--- config.mk ---
export PLATFORM = sky130hd
export DESIGN_NAME = serial_fifo_irq
export DESIGN_NICKNAME = d
export VERILOG_FILES = /design/src/rtl/serial_fifo_irq_pkg.sv /design/src/rtl/sfq_fifo.sv /design/src/rtl/sfq_idle_timer.sv /design/src/rtl/sfq_status_irq.sv /design/src/rtl/serial_fifo_irq.sv
export SDC_FILE = /design/constraint.sdc
export NUM_CORES = 1
export LEC_CHECK = 0
export BUFFER_PORTS_ARGS = -buffer_cell sky130_fd_sc_hd__buf_4
export CORE_MARGIN = 2
export CORE_UTILIZATION = 60
export DETAILED_ROUTE_END_ITERATION = 8
export GPL_ROUTABILITY_DRIVEN = 0
export PLACE_DENSITY = 0.89
export SLEW_MARGIN = 20
export SYNTH_ARGS = -nofsm -noshare
export SYNTH_HDL_FRONTEND = slang
export SYNTH_SLANG_ARGS = --single-unit
--- constraint.sdc ---
create_clock -name clk -period 5.6 [get_ports clk]
set_input_delay 0.84 -clock clk [delete_from_list [all_inputs] [get_ports clk]]
set_output_delay 0.84 -clock clk [all_outputs]
set_load 0.05 [all_outputs]
--- src/rtl/serial_fifo_irq_pkg.sv ---
package serial_fifo_irq_pkg;
  localparam int ST_W  = 10;
  localparam int IE_W  = 9;

  localparam int ST_RX_AVAIL = 0;
  localparam int ST_TX_EMPTY = 1;
  localparam int ST_TX_HALF  = 2;
  localparam int ST_RX_PERR  = 3;
  localparam int ST_RX_FERR  = 4;
  localparam int ST_RX_OVR   = 5;
  localparam int ST_RSVD     = 6;
  localparam int ST_RX_TMO   = 7;
  localparam int ST_RX_HALF  = 8;
  localparam int ST_TX_FULL  = 9;

  typedef logic [ST_W-1:0] status_t;
  typedef logic [IE_W-1:0] irq_mask_t;

  localparam status_t ST_RESET = status_t'((1 << ST_TX_EMPTY) | (1 << ST_TX_HALF));
endpackage

--- src/rtl/sfq_fifo.sv ---
module sfq_fifo #(
  parameter int W     = 8,
  parameter int DEPTH = 16,
  localparam int AW   = (DEPTH > 1) ? $clog2(DEPTH) : 1,
  localparam int CW   = $clog2(DEPTH + 1)
) (
  input  logic          clk,
  input  logic          rst,
  input  logic          flush,
  input  logic          push,
  input  logic [W-1:0]  wdata,
  input  logic          pop,
  output logic [W-1:0]  rdata,
  output logic [CW-1:0] count,
  output logic          empty,
  output logic          full
);
  localparam logic [AW-1:0] LAST = AW'(DEPTH - 1);
  localparam logic [CW-1:0] FULLC = CW'(DEPTH);

  logic [W-1:0]  mem [DEPTH];
  logic [AW-1:0] wptr, rptr;
  logic [CW-1:0] cnt;
  logic          do_push, do_pop;

  assign empty   = (cnt == '0);
  assign full    = (cnt == FULLC);
  assign do_push = push & ~full & ~flush;
  assign do_pop  = pop & ~empty & ~flush;

  // storage without reset so it maps onto distributed RAM
  always_ff @(posedge clk) begin
    if (do_push) mem[wptr] <= wdata;
  end

  assign rdata = mem[rptr];
  assign count = cnt;

  always_ff @(posedge clk) begin
    if (rst || flush) begin
      wptr <= '0;
      rptr <= '0;
      cnt  <= '0;
    end else begin
      if (do_push) wptr <= (wptr == LAST) ? '0 : wptr + 1'b1;
      if (do_pop)  rptr <= (rptr == LAST) ? '0 : rptr + 1'b1;
      cnt <= cnt + CW'(do_push) - CW'(do_pop);
    end
  end
endmodule

--- src/rtl/sfq_idle_timer.sv ---
module sfq_idle_timer #(
  parameter int TW = 8
) (
  input  logic          clk,
  input  logic          rst,
  input  logic          restart,
  input  logic          active,
  input  logic          tick,
  input  logic [TW-1:0] limit,
  output logic          expired
);
  logic [TW-1:0] cnt;
  logic          exp_q;
  logic [TW:0]   next_cnt;

  assign next_cnt = {1'b0, cnt} + 1'b1;
  assign expired  = exp_q;

  always_ff @(posedge clk) begin
    if (rst || restart || !active) begin
      cnt   <= '0;
      exp_q <= 1'b0;
    end else if (tick && !exp_q && (limit != '0)) begin
      if (next_cnt == {1'b0, limit}) begin
        exp_q <= 1'b1;
        cnt   <= '0;
      end else begin
        cnt <= next_cnt[TW-1:0];
      end
    end
  end
endmodule

--- src/rtl/sfq_status_irq.sv ---
module sfq_status_irq
  import serial_fifo_irq_pkg::*;
#(
  parameter int DEPTH = 16,
  localparam int CW   = $clog2(DEPTH + 1)
) (
  input  logic          clk,
  input  logic          rst,
  input  logic [CW-1:0] tx_cnt,
  input  logic [CW-1:0] rx_cnt,
  input  logic          head_perr,
  input  logic          head_ferr,
  input  logic          ovr,
  input  logic          tmo,
  input  irq_mask_t     en,
  output status_t       status_q,
  output logic          irq_q
);
  localparam logic [CW-1:0] HALF  = CW'(DEPTH / 2);
  localparam logic [CW-1:0] FULLC = CW'(DEPTH);

  status_t   sts_d;
  irq_mask_t gated;
  logic      rx_any;

  assign rx_any = (rx_cnt != '0);

  always_comb begin
    sts_d              = '0;
    sts_d[ST_RX_AVAIL] = rx_any;
    sts_d[ST_TX_EMPTY] = (tx_cnt == '0);
    sts_d[ST_TX_HALF]  = (tx_cnt <= HALF);
    sts_d[ST_RX_PERR]  = rx_any & head_perr;
    sts_d[ST_RX_FERR]  = rx_any & head_ferr;
    sts_d[ST_RX_OVR]   = ovr;
    sts_d[ST_RSVD]     = 1'b0;
    sts_d[ST_RX_TMO]   = tmo;
    sts_d[ST_RX_HALF]  = (rx_cnt >= HALF);
    sts_d[ST_TX_FULL]  = (tx_cnt == FULLC);
  end

  for (genvar b = 0; b < IE_W; b++) begin : g_mask
    assign gated[b] = sts_d[b] & en[b];
  end

  always_ff @(posedge clk) begin
    if (rst) begin
      status_q <= ST_RESET;
      irq_q    <= 1'b0;
    end else begin
      status_q <= sts_d;
      irq_q    <= |gated;
    end
  end
endmodule

--- src/rtl/serial_fifo_irq.sv ---
module serial_fifo_irq
  import serial_fifo_irq_pkg::*;
#(
  parameter int DW    = 8,
  parameter int DEPTH = 16,
  parameter int TW    = 8
) (
  input  logic          clk,
  input  logic          rst,
  input  logic          bus_tx_wr,
  input  logic [DW-1:0] bus_tx_data,
  input  logic          bus_rx_rd,
  output logic [DW-1:0] bus_rx_data,
  input  logic          tx_flush,
  input  logic          rx_flush,
  input  logic [TW-1:0] rx_tmo_val,
  input  logic [8:0]    int_enable,
  input  logic          eng_tx_pop,
  output logic [DW-1:0] eng_tx_data,
  output logic          eng_tx_avail,
  input  logic          eng_rx_push,
  input  logic [DW-1:0] eng_rx_data,
  input  logic          eng_rx_perr,
  input  logic          eng_rx_ferr,
  input  logic          bit_tick,
  output logic [9:0]    status,
  output logic          irq
);
  localparam int CW  = $clog2(DEPTH + 1);
  localparam int RXW = DW + 2;

  logic [CW-1:0]  tx_cnt, rx_cnt;
  logic           tx_empty, tx_full, rx_empty, rx_full;
  logic [RXW-1:0] rx_head;
  logic           rx_ovr_q;
  logic           rx_read, rx_drop, tmo_restart, tmo_flag;
  status_t        status_q;
  logic           irq_q;

  sfq_fifo #(.W(DW), .DEPTH(DEPTH)) u_txq (
    .clk   (clk),
    .rst   (rst),
    .flush (tx_flush),
    .push  (bus_tx_wr),
    .wdata (bus_tx_data),
    .pop   (eng_tx_pop),
    .rdata (eng_tx_data),
    .count (tx_cnt),
    .empty (tx_empty),
    .full  (tx_full)
  );

  sfq_fifo #(.W(RXW), .DEPTH(DEPTH)) u_rxq (
    .clk   (clk),
    .rst   (rst),
    .flush (rx_flush),
    .push  (eng_rx_push),
    .wdata ({eng_rx_perr, eng_rx_ferr, eng_rx_data}),
    .pop   (bus_rx_rd),
    .rdata (rx_head),
    .count (rx_cnt),
    .empty (rx_empty),
    .full  (rx_full)
  );

  assign eng_tx_avail = ~tx_empty;
  assign bus_rx_data  = rx_head[DW-1:0];

  assign rx_read = bus_rx_rd & ~rx_empty;
  assign rx_drop = eng_rx_push & rx_full & ~rx_flush;

  // overrun: a drop in the same cycle as a read wins
  always_ff @(posedge clk) begin
    if (rst || rx_flush)  rx_ovr_q <= 1'b0;
    else if (rx_drop)     rx_ovr_q <= 1'b1;
    else if (rx_read)     rx_ovr_q <= 1'b0;
  end

  assign tmo_restart = eng_rx_push | rx_read | rx_flush;

  sfq_idle_timer #(.TW(TW)) u_tmo (
    .clk     (clk),
    .rst     (rst),
    .restart (tmo_restart),
    .active  (~rx_empty),
    .tick    (bit_tick),
    .limit   (rx_tmo_val),
    .expired (tmo_flag)
  );

  sfq_status_irq #(.DEPTH(DEPTH)) u_sts (
    .clk       (clk),
    .rst       (rst),
    .tx_cnt    (tx_cnt),
    .rx_cnt    (rx_cnt),
    .head_perr (rx_head[RXW-1]),
    .head_ferr (rx_head[RXW-2]),
    .ovr       (rx_ovr_q),
    .tmo       (tmo_flag),
    .en        (irq_mask_t'(int_enable)),
    .status_q  (status_q),
    .irq_q     (irq_q)
  );

  assign status = status_q;
  assign irq    = irq_q;
endmodule

==> impl_results.md <==
* Normalized max-slew margin at 26.1%
* Buffer levels on the longest clock path at 3
* Synth Instances at 757
* Average wire per standard cell at 26.0 µm
* Slowest stage delay, CP at 0.83 ns
* Worst min-delay path category: flop to flop
* PwrDens at 356 nW/µm²
* Antenna fix cells at 0
* Kind of critical path: flop to output pin
* Leading post-synthesis cells by cell area: edfxtp_1 63%, mux4_2 14%, dfxtp_1 7.9%
* Std cell rows at 55
* Fmax at 256 MHz
* Netlist area before placement at 13,700 µm²
* Clock latency of the later-clocked register in the worst-skew pair at 0.52 ns
* Worst setup timing slack at the placement stage at 2.14 ns
* I/O pins at 72
* Area of the die at 24,100 µm²
* Kind of end point of the critical path: output pin
* Worst-case clock skew at 0.0169 ns
* Maximum fanout along the worst path at 22
* Count of synthesis-stage warnings from yosys at 0
* Mean number of vias per cell at 6.37
* Peak VDD IR at 0.224 mV
* Count of cell types in the netlist at 48
* Layout-stage area growth over the synthesis result at 14.4%
* Critical path data required time at 4.76 ns
* Leakage power figure at 5.10 nW
* Commonest cells in the synthesized netlist: 288 x edfxtp_1, 88 x mux4_2, 56 x nor2_1
* Worst Path Arrival at 3.07 ns
* Ys async rst share at 0%
* Post-CTS setup repair buffer count at 0
* Family with the most delay on the worst path: multiplexers
* Overall via count from detail_route at 7,372
* Core area at 22,600 µm²
* Maximum level of the CTS H-tree at 2
* Post-DRT Antenna Nets at 0
* Slowest-stage cell, CP: dfxtp_2
* Post-Synthesis Mean Instance Area at 18.1 µm²
* Number of buffers added by the clock tree synthesis step at 35
* CTS root buffer: clkbuf_16
* Overall overflow remaining after global route at 0
* Horizontal extent of the die at 155 µm
* Final count of hold timing violations at 0
* Remaining routing DRC violations at 0
* Number of fill cells in the layout at 1,343
* Total of endpoints with negative setup slack in the final report at 0
* Number of antenna violations at the first check in global routing at 0
* Via count of the first global-routing pass at 7,478
* Startpoint type of the worst setup path: flop
* Fraction of layout cells with a size suffix above 1 at 28.3%
* Largest net degree at the start of global routing at 34
* Slew at the pin closest to its max-slew limit at 1.10 ns
* Sum Neg Setup Slack at 0 ns
* Number of detailed-route iterations in the first pass at 5
* Primary flip-flop cell chosen by synthesis mapping: edfxtp_1
* List of cells traversed by the critical path: buf_4, mux4_2, mux4_2, buf_4
* Final net count at 919
* DRC marker count from the first detailed-route iteration at 675
* Global-route wire length before repair at 45,200 µm
* HPWL reported at the end of detailed placement at 17,400 µm
* Number of hold buffers added after cts at 0
* Reg2reg setup slack at 2.67 ns
* TritonCTS sink count at 342
* Yosys top cell by area: edfxtp_1
* Utilization after layout at 69.5%
* Period utilisation layout at 69.9%
* Chip height at 155 µm
* Most used standard cell by instance count after synthesis: edfxtp_1
* Number of enable flip-flop cells after synthesis at 288
* Number of max-cap violations at 0
* Slew Viols, Final at 0
* Outcome: finished, final reports clean
* Seq/Total Area, Yosys at 70.9%
* Fraction of post-synthesis cell area in the top cell type by area at 63.1%
* Buffers plus inverters on the worst setup path at 2
* Gates resized, CTS repair at 0
* RSZ-0062 raised after global routing: no
* Clock tree from TritonCTS: built
* Power consumption at 0.00559 W
* Fin worst setup slack at 1.69 ns
* Final min period at 3.91 ns
* GRT Resource Usage Total at 25.8%
* Clock input transition at the sequential cells of the worst setup and hold paths at 0.06 ns
* Flops & latches, synth at 342
* Initial Util at 60.8%
* Net count of the mapped netlist at 830
* Port Buffer Count at 69
* Routed wire length at 30,100 µm
[layout by cell type (no fill, tap or decap), drive strengths merged, types with 10 or more instances in the layout]
cell type / instances
clkinv: 16
clkbuf: 44
nor2: 56
dfxtp: 54
edfxtp: 288
nand2: 30
nor3: 22
xnor2: 16
mux4: 88
ha: 27
buf: 85
mux2i: 10
a21oi: 18
inv: 33
[final timing paths]
| kind | startpoint | endpoint | cells past startpoint |
|---|---|---|---|
| worst max-delay path | flop | bus_rx_data[1] | 4 |
| worst min-delay path | rx_ovr_q$_SDFFE_PP0P_ | rx_ovr_q$_SDFFE_PP0P_ | 2 |
| worst max register to register | u_rxq.count[3]$_SDFF_PP0_ | u_rxq.count[4]$_SDFF_PP0_ | 14 |
| worst min register to register | rx_ovr_q$_SDFFE_PP0P_ | rx_ovr_q$_SDFFE_PP0P_ | 2 |
[kinds of logic after synthesis]
family	count (synthesis)	synth area share, %
flops	342	70.9
fa+ha+maj	29	2.75
other cells	1	0.0273
simple gates	145	4.90
compound gates	53	2.67
xor+xnor	25	1.60
buf+inv	63	1.85
mux	99	15.3
[where the power goes]
part / internal, W / switching (W)
registers: 0.00280 / 0.0000332
logic: 0.000223 / 0.000356
clock network: 0.00121 / 0.000968
[registers in the layout, indices dropped and copies added, names as in the netlist, named ones only]
signal and cells:
rx_ovr_q 1, u_rxq.mem 160, u_sts.irq_q 1, u_rxq.count 5, u_rxq.rptr 4, u_txq.count 5, u_txq.mem 128, u_txq.rptr 4
u_sts.status_q 9, u_txq.wptr 4, u_tmo.expired 1, u_rxq.wptr 4, u_tmo.cnt 8
[stage by stage]
stage	cells	hold slack [ns]	instance area, µm²
floorplan	757	0.444	13700
CTS	1158	0.479	15700
global route	1158	0.510	15700
finish	1158	0.480	15700
detailed placement	1094	0.472	14600
global placement	1094	0.474	14600
[final cells by class]
cell class / count / area, µm² / share of cell area [%]
inverter: 30 / 113 / 0.718
timing repair buffer: 85 / 638 / 4.07
tap: 285 / 357 / 2.27
clock inverter: 20 / 133 / 0.845
multi-input combinational: 352 / 3780 / 24.1
clock buffer: 44 / 941 / 6.00
sequential: 342 / 9730 / 62.0
[routing by layer]
metal	routed length, µm	up-vias	GRT usage (%)
met5	0	-	0
met4	1050	0	10.1
li1	-	3173	-
met3	2360	77	5.13
met1	11300	3709	34.1
met2	15400	413	43.2
[worst register-to-register path: stages, from the launching register on]
cell     delay [ns]
dfxtp_1        0.31
inv_1          0.10
ha_1           0.26
nor4b_2        0.49
nor3b_1        0.19
ha_1           0.32
inv_1          0.04
ha_1           0.19
inv_1          0.07
fa_1           0.21
inv_1          0.05
a21oi_1        0.13
nor2_1         0.06
or3_1          0.30
a21oi_1        0.14
No activity file was read; power rests on OpenSTA's default activity.
